File: config.mk
export PLATFORM = sky130hd
export DESIGN_NAME = itfx_fetch_xlate
export DESIGN_NICKNAME = d
export VERILOG_FILES = /design/src/rtl/itfx_pkg.sv /design/src/rtl/itfx_ctl_decode.sv /design/src/rtl/itfx_addr_check.sv /design/src/rtl/itfx_page_merge.sv /design/src/rtl/itfx_fetch_xlate.sv
export SDC_FILE = /design/constraint.sdc
export NUM_CORES = 1
export LEC_CHECK = 0
export BUFFER_PORTS_ARGS = -buffer_cell sky130_fd_sc_hd__buf_2
export CAP_MARGIN = 20
export CORE_AREA = 2 2 144 146
export DETAILED_ROUTE_END_ITERATION = 6
export DIE_AREA = 0 0 146 148
export GPL_TIMING_DRIVEN = 0
export PLACE_DENSITY = 0.79
export SLEW_MARGIN = 20
export SYNTH_ARGS = -nofsm -noshare
export SYNTH_HDL_FRONTEND = slang
export SYNTH_SLANG_ARGS = --single-unit
File: constraint.sdc
create_clock -name clk -period 1.52 [get_ports clk]
set_input_delay 0.228 -clock clk [delete_from_list [all_inputs] [get_ports clk]]
set_output_delay 0.228 -clock clk [all_outputs]
set_load 0.05 [all_outputs]
File: src/rtl/itfx_pkg.sv
package itfx_pkg;
    localparam int CTL_W     = 64;
    localparam int PART_W    = 8;
    localparam int TL_W      = 3;
    localparam int CTX_W     = 16;

    // control word field positions (decoded by the processor's state logic)
    localparam int BIT_HYP   = 0;
    localparam int BIT_RSTM  = 1;
    localparam int BIT_PRIV  = 2;
    localparam int BIT_AMASK = 3;
    localparam int BIT_MMU   = 4;
    localparam int PART_LO   = 8;
    localparam int TL_LO     = 16;
    localparam int CTX_LO    = 32;

    typedef enum logic [2:0] {
        FLT_NONE  = 3'd0,
        FLT_ALIGN = 3'd1,
        FLT_RANGE = 3'd2,
        FLT_MISS  = 3'd3,
        FLT_PRIV  = 3'd4
    } fault_e;

    typedef enum logic [1:0] {
        ST_IDLE   = 2'd0,
        ST_LOOKUP = 2'd1,
        ST_RESP   = 2'd2
    } state_e;

    typedef struct packed {
        logic              hyp;
        logic              rstm;
        logic              priv;
        logic              amask;
        logic              mmu_en;
        logic [PART_W-1:0] part;
        logic [TL_W-1:0]   tl;
        logic [CTX_W-1:0]  pctx;
    } ctl_t;
endpackage

File: src/rtl/itfx_ctl_decode.sv
module itfx_ctl_decode
    import itfx_pkg::*;
(
    input  logic [CTL_W-1:0]  ctl_word,
    output logic              bypass,
    output logic              real_lk,
    output logic              priv,
    output logic              amask,
    output logic [PART_W-1:0] part,
    output logic [CTX_W-1:0]  ctx_sel
);
    ctl_t f;
    logic unused_ctl_bits;

    always_comb begin
        f.hyp    = ctl_word[BIT_HYP];
        f.rstm   = ctl_word[BIT_RSTM];
        f.priv   = ctl_word[BIT_PRIV];
        f.amask  = ctl_word[BIT_AMASK];
        f.mmu_en = ctl_word[BIT_MMU];
        f.part   = ctl_word[PART_LO +: PART_W];
        f.tl     = ctl_word[TL_LO +: TL_W];
        f.pctx   = ctl_word[CTX_LO +: CTX_W];
    end

    assign unused_ctl_bits = ^{ctl_word[PART_LO-1:BIT_MMU+1],
                               ctl_word[CTX_LO-1:TL_LO+TL_W],
                               ctl_word[CTL_W-1:CTX_LO+CTX_W]};

    always_comb begin
        bypass  = f.hyp | f.rstm;
        real_lk = ~f.mmu_en;
        priv    = f.priv;
        amask   = f.amask;
        part    = f.part;
        // nucleus context is 0; a real lookup carries no context either
        ctx_sel = (real_lk || (f.tl != '0)) ? '0 : f.pctx;
    end
endmodule

File: src/rtl/itfx_addr_check.sv
module itfx_addr_check #(
    parameter int VA_W       = 64,
    parameter int VA_IMPL    = 48,
    parameter int AM_W       = 32,
    parameter int ALIGN_BITS = 2
) (
    input  logic [VA_W-1:0] va_in,
    input  logic            amask,
    output logic [VA_W-1:0] va_eff,
    output logic            misaligned,
    output logic            out_of_range
);
    localparam int TOP_W = VA_W - VA_IMPL + 1;

    logic [TOP_W-1:0] top_bits;

    always_comb begin
        va_eff = va_in;
        if (amask) begin
            va_eff[VA_W-1:AM_W] = '0;
        end
        misaligned   = |va_in[ALIGN_BITS-1:0];
        top_bits     = va_eff[VA_W-1:VA_IMPL-1];
        out_of_range = !((&top_bits) || !(|top_bits));
    end
endmodule

File: src/rtl/itfx_page_merge.sv
module itfx_page_merge #(
    parameter int PA_W      = 40,
    parameter int PSZ_W     = 2,
    parameter int PAGE_BASE = 13,
    parameter int PAGE_STEP = 3
) (
    input  logic [PA_W-1:0]  frame,
    input  logic [PSZ_W-1:0] psz,
    input  logic [PA_W-1:0]  va_low,
    output logic [PA_W-1:0]  paddr
);
    localparam int NSZ = 1 << PSZ_W;

    logic [PA_W-1:0] off_mask [NSZ];
    logic [PA_W-1:0] sel_mask;

    genvar g;
    generate
        for (g = 0; g < NSZ; g++) begin : g_size
            localparam int SH = PAGE_BASE + PAGE_STEP * g;
            assign off_mask[g] = (PA_W'(1) << SH) - PA_W'(1);
        end
    endgenerate

    always_comb begin
        sel_mask = off_mask[psz];
        paddr    = (frame & ~sel_mask) | (va_low & sel_mask);
    end
endmodule

File: src/rtl/itfx_fetch_xlate.sv
module itfx_fetch_xlate
    import itfx_pkg::*;
#(
    parameter int VA_W      = 64,
    parameter int PA_W      = 40,
    parameter int VA_IMPL   = 48,
    parameter int PSZ_W     = 2,
    parameter int PAGE_BASE = 13,
    parameter int PAGE_STEP = 3
) (
    input  logic              clk,
    input  logic              rst_n,
    input  logic              req_valid,
    output logic              req_ready,
    input  logic [VA_W-1:0]   req_vaddr,
    input  logic [CTL_W-1:0]  ctl_word,
    output logic              tlb_req,
    output logic [VA_W-1:0]   tlb_vaddr,
    output logic [PART_W-1:0] tlb_part,
    output logic [CTX_W-1:0]  tlb_ctx,
    output logic              tlb_real,
    input  logic              tlb_ack,
    input  logic              tlb_hit,
    input  logic              tlb_valid,
    input  logic [PA_W-1:0]   tlb_frame,
    input  logic [PSZ_W-1:0]  tlb_psz,
    input  logic              tlb_priv,
    output logic              rsp_valid,
    output logic [2:0]        rsp_fault,
    output logic [PA_W-1:0]   rsp_paddr,
    output logic              tag_we,
    output logic [VA_W-1:0]   tag_val
);
    state_e state_q, state_d;

    logic              bypass, real_lk, priv_d, amask_d;
    logic [PART_W-1:0] part_d;
    logic [CTX_W-1:0]  ctx_d;
    logic [VA_W-1:0]   va_eff;
    logic              misaligned, out_of_range;
    logic [PA_W-1:0]   merged_pa;

    logic [VA_W-1:0]   cap_va;
    logic [CTX_W-1:0]  cap_ctx;
    logic [PART_W-1:0] cap_part;
    logic              cap_real, cap_priv;
    fault_e            res_fault;
    logic [PA_W-1:0]   res_pa;
    logic [VA_W-1:0]   res_tag;
    logic              res_tag_we;

    itfx_ctl_decode u_decode (
        .ctl_word (ctl_word),
        .bypass   (bypass),
        .real_lk  (real_lk),
        .priv     (priv_d),
        .amask    (amask_d),
        .part     (part_d),
        .ctx_sel  (ctx_d)
    );

    itfx_addr_check #(.VA_W(VA_W), .VA_IMPL(VA_IMPL)) u_check (
        .va_in        (req_vaddr),
        .amask        (amask_d),
        .va_eff       (va_eff),
        .misaligned   (misaligned),
        .out_of_range (out_of_range)
    );

    itfx_page_merge #(
        .PA_W(PA_W), .PSZ_W(PSZ_W), .PAGE_BASE(PAGE_BASE), .PAGE_STEP(PAGE_STEP)
    ) u_merge (
        .frame  (tlb_frame),
        .psz    (tlb_psz),
        .va_low (cap_va[PA_W-1:0]),
        .paddr  (merged_pa)
    );

    // state register
    always_ff @(posedge clk) begin
        if (!rst_n) state_q <= ST_IDLE;
        else        state_q <= state_d;
    end

    // transitions: issue / early-finish / answer / retire
    always_comb begin
        state_d = state_q;
        unique case (state_q)
            ST_IDLE: begin
                if (req_valid) begin
                    state_d = (bypass || misaligned || out_of_range) ? ST_RESP : ST_LOOKUP;
                end
            end
            ST_LOOKUP: if (tlb_ack) state_d = ST_RESP;
            ST_RESP:   state_d = ST_IDLE;
            default:   state_d = ST_IDLE;
        endcase
    end

    // outputs decoded from state
    always_comb begin
        req_ready = (state_q == ST_IDLE);
        tlb_req   = (state_q == ST_LOOKUP);
        rsp_valid = (state_q == ST_RESP);
        tag_we    = (state_q == ST_RESP) && res_tag_we;
        tlb_vaddr = cap_va;
        tlb_part  = cap_part;
        tlb_ctx   = cap_ctx;
        tlb_real  = cap_real;
        rsp_fault = res_fault;
        rsp_paddr = res_pa;
        tag_val   = res_tag;
    end

    // request capture and result registers
    always_ff @(posedge clk) begin
        if (!rst_n) begin
            cap_va     <= '0;
            cap_ctx    <= '0;
            cap_part   <= '0;
            cap_real   <= 1'b0;
            cap_priv   <= 1'b0;
            res_fault  <= FLT_NONE;
            res_pa     <= '0;
            res_tag    <= '0;
            res_tag_we <= 1'b0;
        end else if (state_q == ST_IDLE && req_valid) begin
            cap_va     <= va_eff;
            cap_ctx    <= ctx_d;
            cap_part   <= part_d;
            cap_real   <= real_lk;
            cap_priv   <= priv_d;
            res_tag_we <= 1'b0;
            res_pa     <= '0;
            res_fault  <= FLT_NONE;
            if (bypass) begin
                res_pa <= req_vaddr[PA_W-1:0];
            end else if (misaligned) begin
                res_fault <= FLT_ALIGN;
            end else if (out_of_range) begin
                res_fault <= FLT_RANGE;
            end
        end else if (state_q == ST_LOOKUP && tlb_ack) begin
            if (!tlb_hit || !tlb_valid) begin
                res_fault  <= FLT_MISS;
                res_tag_we <= 1'b1;
                res_tag    <= {cap_va[VA_W-1:PAGE_BASE], {PAGE_BASE{1'b0}}} | VA_W'(cap_ctx);
            end else if (!cap_priv && tlb_priv) begin
                res_fault <= FLT_PRIV;
            end else begin
                res_pa <= merged_pa;
            end
        end
    end

    // ---------------- assertions ----------------
    assert_ack_needs_req_R2: assert property (@(posedge clk) disable iff (!rst_n)
        tlb_ack |-> tlb_req);

    assert_lookup_hold_R2: assert property (@(posedge clk) disable iff (!rst_n)
        (tlb_req && !tlb_ack) |=> (tlb_req && $stable(tlb_vaddr) && $stable(tlb_ctx)
                                   && $stable(tlb_part) && $stable(tlb_real)));

    assert_bypass_no_lookup_R3: assert property (@(posedge clk) disable iff (!rst_n)
        (req_ready && req_valid && bypass) |=> (rsp_valid && !tlb_req && rsp_fault == FLT_NONE));

    assert_align_first_R4: assert property (@(posedge clk) disable iff (!rst_n)
        (req_ready && req_valid && !bypass && misaligned) |=> (rsp_valid && rsp_fault == FLT_ALIGN));

    assert_real_ctx_zero_R6: assert property (@(posedge clk) disable iff (!rst_n)
        (tlb_req && tlb_real) |-> (tlb_ctx == '0));

    assert_tag_on_miss_R7: assert property (@(posedge clk) disable iff (!rst_n)
        tag_we |-> (rsp_valid && rsp_fault == FLT_MISS));

    assert_fault_zero_pa_R10: assert property (@(posedge clk) disable iff (!rst_n)
        (rsp_valid && rsp_fault != FLT_NONE) |-> (rsp_paddr == '0));

    assert_rsp_pulse_R10: assert property (@(posedge clk) disable iff (!rst_n)
        rsp_valid |=> !rsp_valid);

    assert_one_phase_R10: assert property (@(posedge clk) disable iff (!rst_n)
        $onehot0({req_ready, tlb_req, rsp_valid}) && (req_ready || tlb_req || rsp_valid));
endmodule

Yosys cells after proc, flatten, opt, wreduce, memory -nomap -nowiden
Index checks and enable logic that the tools add are counted.
Word-level totals
  bits in registers: 200
  bits of input ports: 177
  output and inout port bits: 200
  word-level logic and storage cells: 75
Operators by class
  $lt $le $gt $ge: 1
  eq/ne operators: 6
  mux-type cells: 21
  bitwise operators: 10
  reductions and logical operators: 27
Operators by type and width (number)
  2-to-1 mux 40 bit: 7
  AND 40 bit: 2
  binary-select mux 40 bit (select 2 bit): 1
  OR 64 x 16 -> 64 bit: 1
  NOT 40 bit: 1
  OR 40 bit: 1
  2-to-1 mux 32 bit: 1
  AND reduction 17 bit: 1
  OR reduction 17 bit: 1
  2-to-1 mux 16 bit: 1
  2-to-1 mux 2 bit: 6
  2-to-1 mux 3 bit: 4
  != test 2 bit (second input constant): 3
  AND reduction 2 bit: 3
  AND reduction 3 bit: 2
  nonzero test 3 bit: 2
  zero test 1 bit: 5
  logical OR 1 bit: 5
  logical AND 1 bit: 4
  case mux 2 bit (2 select lines): 1
  OR reduction 2 bit: 2
  greater-or-equal comparator 3 bit (second input constant): 1
  NOT 1 bit: 3
  NOT 2 -> 3 bit: 1
  other kinds (6): 6

Longest topological paths before layout
Gate-level depths: netlist (run 1).
  word-level depth: 11
  depth in mapped cells: 7
  depth with buffers taken out: 5

By module
From an unflattened synthesis (run 1), not the netlist that was laid out.
Second synthesis, totals
  cell total of the unflattened synthesis: 1086
  area total of the unflattened synthesis: 8816.0 µm²
By module, submodules not included
  itfx_fetch_xlate: instances 1, cells each 933, area each 7694.9 µm², sequential area each 4003.8 µm²
  itfx_addr_check: instances 1, cells each 81, area each 541.8 µm², sequential area each 0.0 µm²
  itfx_page_merge: instances 1, cells each 42, area each 344.1 µm², sequential area each 0.0 µm²
  itfx_ctl_decode: instances 1, cells each 30, area each 235.2 µm², sequential area each 0.0 µm²

Worst setup path before layout (run 1)
Ideal clock, no wire load.
  path kind: register -> register
  start: register state_q[0]
  end: register cap_ctx[13], in the netlist tlb_ctx[13]
  library setup time: 61 ps
  arrival: 1924 ps
  required time: 1459 ps
  setup slack: -464 ps
  cell stages (with the launch flop): 8
  path buffers: 2
  period minus slack after synthesis: 1984 ps
  cell sequence: dfxtp_1 nor2_2 and2_1 buf_4 nand2_2 nor4_4 buf_4 a22o_1
Between the ends
  longest elaborated chain between the ends: 2
RTL lines
  from (decl): line itfx_fetch_xlate.sv:34  | state_e state_q, state_d;
  from (signal assigned): line itfx_fetch_xlate.sv:82  | else state_q <= state_d;
  zero test 2 bit
  net req_ready: line itfx_fetch_xlate.sv:14  | output logic req_ready,
  logical AND 1 bit: line itfx_fetch_xlate.sv:127  | end else if (state_q == ST_IDLE && req_valid) begin
  to (signal assigned): line itfx_fetch_xlate.sv:129  | cap_ctx <= ctx_d;
  to (decl): line itfx_fetch_xlate.sv:44  | logic [CTX_W-1:0] cap_ctx;
The timed path passes the listed nets, and every way through them passes these cells.
A chain may end at the register's enable or synchronous reset.

Worst setup path after layout (run 1)
  start: register state_q[1]
  end: register res_pa[34], in the netlist rsp_paddr[34]
Between the ends
  longest elaborated chain between the ends: 4
  elaborated cells between the ends (all ways): 9
  those cells by class: eq/ne: 3; mux: 1; reduce/logical: 5
RTL lines
  zero test 2 bit / == test 2 x 1 -> 1 bit (equally long branches): line itfx_fetch_xlate.sv:127, itfx_fetch_xlate.sv:143
  logical AND 1 bit, on equally long branches: line itfx_fetch_xlate.sv:127, itfx_fetch_xlate.sv:143
  != test 2 bit (no line) / nonzero test 2 bit (equally long branches)
  AND reduction 3 bit (no line)
  to (signal assigned): line itfx_fetch_xlate.sv:137  | res_pa <= req_vaddr[PA_W-1:0];
  to (signal assigned): line itfx_fetch_xlate.sv:151  | res_pa <= merged_pa;
  to (decl): line itfx_fetch_xlate.sv:48  | logic [PA_W-1:0] res_pa;
Several ways; a longest one is shown, not always the timed one.

==> results.json, run 1 <==
{
  "status": "finished with violations",
  "violations": "negative setup slack",
  "final_common_cell": "buf_2",
  "crit_arrival_ns": 1.97,
  "relSlewSlack_pct": 48.0,
  "synth_flop_cell": "dfxtp_1",
  "vias": 7863,
  "cp-end-kind": "flip-flop",
  "worst_r2r_path_depth": 7,
  "synthDistinctLibCells": 41,
  "wl_per_cell_microns": 18.7,
  "hold_violations": 0,
  "detail_route.first_pass.iterations": 5,
  "place.gp.congestion": 0.890,
  "start_util_pct": 36.1,
  "tightest_slew_ns": 0.781,
  "hp-class": "input pin to flip-flop",
  "port_buffers": 330,
  "p_total_mw": 12.3,
  "grt_max_degree": 19,
  "yosysWarnings": 0,
  "fin_crit_sh_pct": 111,
  "grt_antenna_before_repair": 0,
  "path_clk_slew_ns": 0.08,
  "yosysSeqAreaShare_pct": 55.3,
  "stdcell_area_sq_um": 11100,
  "critPathMaxFanout": 6,
  "grt_pass1_vias": 7329,
  "syn_nets": 1018,
  "max_freq_mhz": 592,
  "postSynthCellCount": 841,
  "ir_drop_v": 0.000712,
  "hp-start": "ctl_word[42]",
  "setup_viol": 97,
  "cp_num_cells": 7,
  "worstSetupStartpointType": "flip-flop",
  "n_antenna_cell": 0,
  "fp-row-count": 52,
  "nets": 1416,
  "die_y_microns": 148,
  "syn_to_final_growth_pct": 54.1,
  "post-dp-hpwl_microns": 20400,
  "die_w_microns": 146,
  "ios": 377,
  "post-route-drc-count": 0,
  "cp_slowest_cell": "dfxtp_4",
  "timing.critical_path.mode_cell": "buf_12",
  "clock_latency_ns": 0.43,
  "fin_tns_setup_ns": -6.36,
  "criticalPathCategory": "flip-flop to flip-flop",
  "tritoncts": "built",
  "cts.sinks": 200,
  "synth_edf_count": 0,
  "clock_tree.root_cell": "clkbuf_16",
  "placed_area_sq_um": 9260,
  "final_cell_mix": "buf_2, nand2_1, dfxtp_1",
  "hold-path-endpoint": "tlb_ctx[10]",
  "rsz0062_at_grt": "true",
  "cts_made_buffers": 17,
  "netlist_area_sq_um": 7240,
  "detail_route.vias_per_cell": 5.17,
  "r2r_slack_ns": -0.17,
  "r2r-start": "state_q[1]",
  "wl_microns": 28500,
  "ys_ff_latch": 200,
  "grt_pass1_wl_microns": 40600,
  "drive_gt1_share_pct": 41.8,
  "cp.required_ns": 1.80,
  "period_needed_ns": 1.69,
  "finalWorstSetupSlack_ns": -0.168,
  "die_area_sq_um": 21600,
  "r2r-end": "rsp_paddr[34]",
  "path_delay_family": "simple AND/OR/NAND/NOR gates",
  "maxCapViolCount": 0,
  "maxSlewViolCount": 0,
  "clock_skew_ns": 0.0106,
  "avgSynthCellArea_sq_um": 8.60,
  "htree_num_levels": 4,
  "grtUsageTotal_pct": 24.1,
  "clock_path_buffers": 2,
  "hold_depth": 2,
  "first_iter_violations": 425,
  "grt-ovfl-total": 0,
  "crit_path_max_incr_delay_ns": 0.35,
  "place_ws_ns": -0.703,
  "p_per_area_nw_per_um2": 1100,
  "leakage_nw": 4.97,
  "crit_chain": "nand3b_1 > or3_1 > buf_6 > buf_12 > buf_12 > o22ai_2 > nor3_1",
  "core_area_sq_um": 20000,
  "path_buf_inv": 3,
  "ant_nets": 0,
  "async_flop_share_pct": 0
}
## metal layers
| layer | global-route usage (%) | wire (microns) |
|---|---|---|
| met1 | 30.1 | 11800 |
| met2 | 41.5 | 14200 |
| met3 | 5.59 | 1800 |
| met4 | 7.23 | 703 |
| met5 | 0 | 0 |
## cell usage after synthesis (2+ instances only)
cell type	n	area, sq um
a22o_1	43	377
o211ai_1	9	67.6
nor3_1	26	130
buf_1	2	7.51
mux2i_1	4	40.0
nor2b_1	3	18.8
nor3_2	2	20.0
a31oi_1	13	81.3
and2_1	2	12.5
a21oi_1	138	691
nand4_1	4	25.0
nor4_1	6	37.5
nand3_1	18	90.1
nor2_2	2	12.5
o21ai_0	17	85.1
o22ai_1	19	119
clkbuf_1	39	146
nand3b_1	6	45.0
buf_4	2	15.0
buf_2	18	90.1
nand2_1	236	886
nor2_1	11	41.3
dfxtp_1	200	4000
buf_6	4	45.0
## logic make-up after synthesis
kind of cell,share of synthesized area (%)
DFF,55.3
muxes,0.553
and+or+nand+nor,19.6
AOI/OAI and AO/OA,20.2
buffers and inverters,4.31
## worst max-delay path by stage
stage | start | to | slack (ns)
3_3_place_gp | rst_n | tlb_vaddr[33] | -0.64
5_1_grt | state_q[1] | rsp_paddr[32] | -0.23
6_report | state_q[1] | rsp_paddr[34] | -0.17
4_1_cts | state_q[1] | rsp_paddr[34] | -0.15
3_5_place_dp | rst_n | tlb_vaddr[38] | -0.70
2_1_floorplan | state_q[1] | tlb_ctx[13] | -0.22
## timing repair
| item | CTS | global route |
|---|---|---|
| gates cloned | 2 | 9 |
| hold endpoints to repair | 5 | 3 |
| pin swaps | 11 | 51 |
| resized for setup | 94 | 137 |
| hold buffers | 5 | 3 |
| setup endpoints to repair | 199 | 199 |
| buffers inserted | 18 | 16 |
## final cells by class
class / instances / area (sq um)
Tap cell: 270 / 338
Buffer: 63 / 563
Clock buffer: 18 / 429
Inverter: 2 / 7.51
Clock inverter: 13 / 169
Timing Repair Buffer: 381 / 2320
Multi-Input combinational cell: 574 / 3310
Fill cell: 1822 / 8890
Sequential cell: 200 / 4010
## state kept, by name, indices dropped and copies added, names as in the netlist
name        flops
tag_val        64
rsp_paddr      40
tlb_part        8
state_q         2
tlb_vaddr      64
rsp_fault       3
res_tag_we      1
tlb_real        1
cap_priv        1
tlb_ctx        16
## per-stage QoR
stage / utilization [%] / hold WS, ns / std cells
floorplan: - / 0.324 / 841
global placement: 46.2 / 0.439 / 1441
detailed placement: 46.2 / 0.440 / 1441
CTS: 51.9 / 0.000484 / 1496
global route: 55.6 / 0.00224 / 1521
finish: 55.6 / 0.0122 / 1521
## power by group
| group | internal, mW | leakage (nW) | switching [mW] | total, mW |
|---|---|---|---|---|
| logic | 0.696 | 3.05 | 1.41 | 2.10 |
| registers | 5.42 | 1.63 | 0.142 | 5.56 |
| clock network | 2.48 | 0.288 | 2.17 | 4.65 |
Note: power is estimated with default switching activity, not from simulation.
==> run 2: changes to the inputs <==
MAX_ROUTING_LAYER = met4   (was not set)
==> run 2 against run 1 <==
Net effect: the flow still finishes with violations (negative setup slack); clock power barely moved; worst setup slack improved by 0.0061 ns; worst hold slack improved by 0.0033 ns; cell count fell by 0.39%; first-iteration DRC count rose by 11%; largest power group unchanged.
==> results.json, run 2 (synthesis gave the netlist of run 1 again) <==
{
  "drive_gt1_share_pct": 41.8,
  "grt-ovfl-total": 0,
  "hp-class": "input pin to flip-flop",
  "r2r-start": "state_q[1]",
  "post-route-drc-count": 0,
  "rsz0062_at_grt": "true",
  "wl_microns": 28100,
  "p_per_area_nw_per_um2": 1110,
  "place.gp.congestion": 0.905,
  "cts_made_buffers": 17,
  "detail_route.first_pass.iterations": 4,
  "hold_violations": 0,
  "post-dp-hpwl_microns": 20400,
  "max_freq_mhz": 595,
  "critPathMaxFanout": 6,
  "start_util_pct": 36.1,
  "clock_latency_ns": 0.42,
  "leakage_nw": 4.90,
  "r2r-end": "rsp_paddr[34]",
  "path_clk_slew_ns": 0.07,
  "place_ws_ns": -0.703,
  "ir_drop_v": 0.000722,
  "cp-end-kind": "flip-flop",
  "finalWorstSetupSlack_ns": -0.162,
  "maxSlewViolCount": 0,
  "fill_cells": 1840,
  "hold-path-endpoint": "tlb_ctx[1]",
  "clock_path_buffers": 2,
  "r2r_slack_ns": -0.16,
  "hold_depth": 2,
  "first_iter_violations": 473,
  "worstSetupStartpointType": "flip-flop",
  "finalNonFillerCells": 1515,
  "violations": "negative setup slack",
  "die_area_sq_um": 21600,
  "final_cell_mix": "buf_2, nand2_1, dfxtp_1",
  "grtUsageTotal_pct": 24.8,
  "tightest_slew_ns": 0.780,
  "core_area_sq_um": 20000,
  "hp-start": "ctl_word[33]",
  "fp-row-count": 52,
  "detail_route.vias_per_cell": 5.14,
  "port_buffers": 330,
  "cts.sinks": 200,
  "p_total_mw": 12.3,
  "relSlewSlack_pct": 48.0,
  "status": "finished with violations",
  "fin_tns_setup_ns": -5.25,
  "crit_arrival_ns": 1.96,
  "final_common_cell": "buf_2",
  "die_y_microns": 148,
  "nets": 1410,
  "grt_antenna_before_repair": 0,
  "placed_area_sq_um": 9260,
  "cp.required_ns": 1.80,
  "place_inst": 1441,
  "htree_num_levels": 4,
  "fin_crit_sh_pct": 111,
  "grt_pass1_vias": 7354,
  "n_antenna_cell": 0,
  "grt_pass1_wl_microns": 40600,
  "maxCapViolCount": 0,
  "syn_to_final_growth_pct": 52.7,
  "worst_r2r_path_depth": 7,
  "setup_viol": 90,
  "ios": 377,
  "vias": 7783,
  "criticalPathCategory": "flip-flop to flip-flop",
  "clock_skew_ns": 0.00936,
  "period_needed_ns": 1.68,
  "ant_nets": 0,
  "wl_per_cell_microns": 18.5,
  "grt_max_degree": 19,
  "die_w_microns": 146,
  "stdcell_area_sq_um": 11000,
  "tritoncts": "built",
  "clock_tree.root_cell": "clkbuf_16"
}
run 2: cell types whose count changed in the layout (fill, tap and decap cells not counted), sizes merged:
cell | before | now
buf | 401 | 398
clkbuf | 53 | 51
dlygate4sd3 | 8 | 7
run 2: worst max path at each step:
stage               startpoint             to  slack, ns  cells after the start
detailed placement       rst_n  tlb_vaddr[38]      -0.70                      5
global route        state_q[1]  rsp_paddr[32]      -0.23                      7
CTS                 state_q[1]  rsp_paddr[34]      -0.15                      7
global placement         rst_n  tlb_vaddr[33]      -0.64                      5
finish              state_q[1]  rsp_paddr[34]      -0.16                      7
floorplan           state_q[1]    tlb_ctx[13]      -0.22                      7
run 2: where the power goes:
group          switching [mW]  total [mW]  internal (mW)
sequential              0.140        5.56           5.42
combinational            1.40        2.07          0.669
clock                    2.17        4.65           2.48
run 2: layout make-up:
cell class / instances / area, sq um / area share [%]
Buffer: 63 / 566 / 5.12
Sequential cell: 200 / 4010 / 36.3
Multi-Input combinational cell: 574 / 3310 / 29.9
Tap cell: 270 / 338 / 3.06
Clock inverter: 13 / 169 / 1.53
Clock buffer: 18 / 429 / 3.88
Timing Repair Buffer: 375 / 2220 / 20.1
Inverter: 2 / 7.51 / 0.0680
run 2: layer usage:
metal	vias up	track usage, %	share of wire, %
li1	3717	-	-
met1	3671	30.5	42
met2	352	41.3	50
met3	43	5.00	6.4
met4	0	7.38	2.1
met5	-	-	0
run 2: repair_timing:
action	in CTS	in global routing
endpoints found under the hold margin	5	2
hold buffers	5	2
endpoints found under the setup margin	199	199
resized for setup	94	137
setup buffers	18	13
pin swaps	11	18
gates cloned	2	6
run 2: per-stage QoR:
step                      hold slack, ns  util [%]
after detailed placement           0.440      46.2
after CTS                       0.000484      51.9
final                             0.0155      55.1
after floorplan                    0.324         -
after global placement             0.439      46.2
after global routing            0.000850      55.1
run 2: worst max-delay path, stage by stage (launching register included):
cell      delay, ns
dfxtp_4        0.35
nand3b_1       0.19
or3_1          0.35
buf_6          0.16
buf_12         0.14
buf_12         0.13
o22ai_2        0.16
nor3_1         0.07
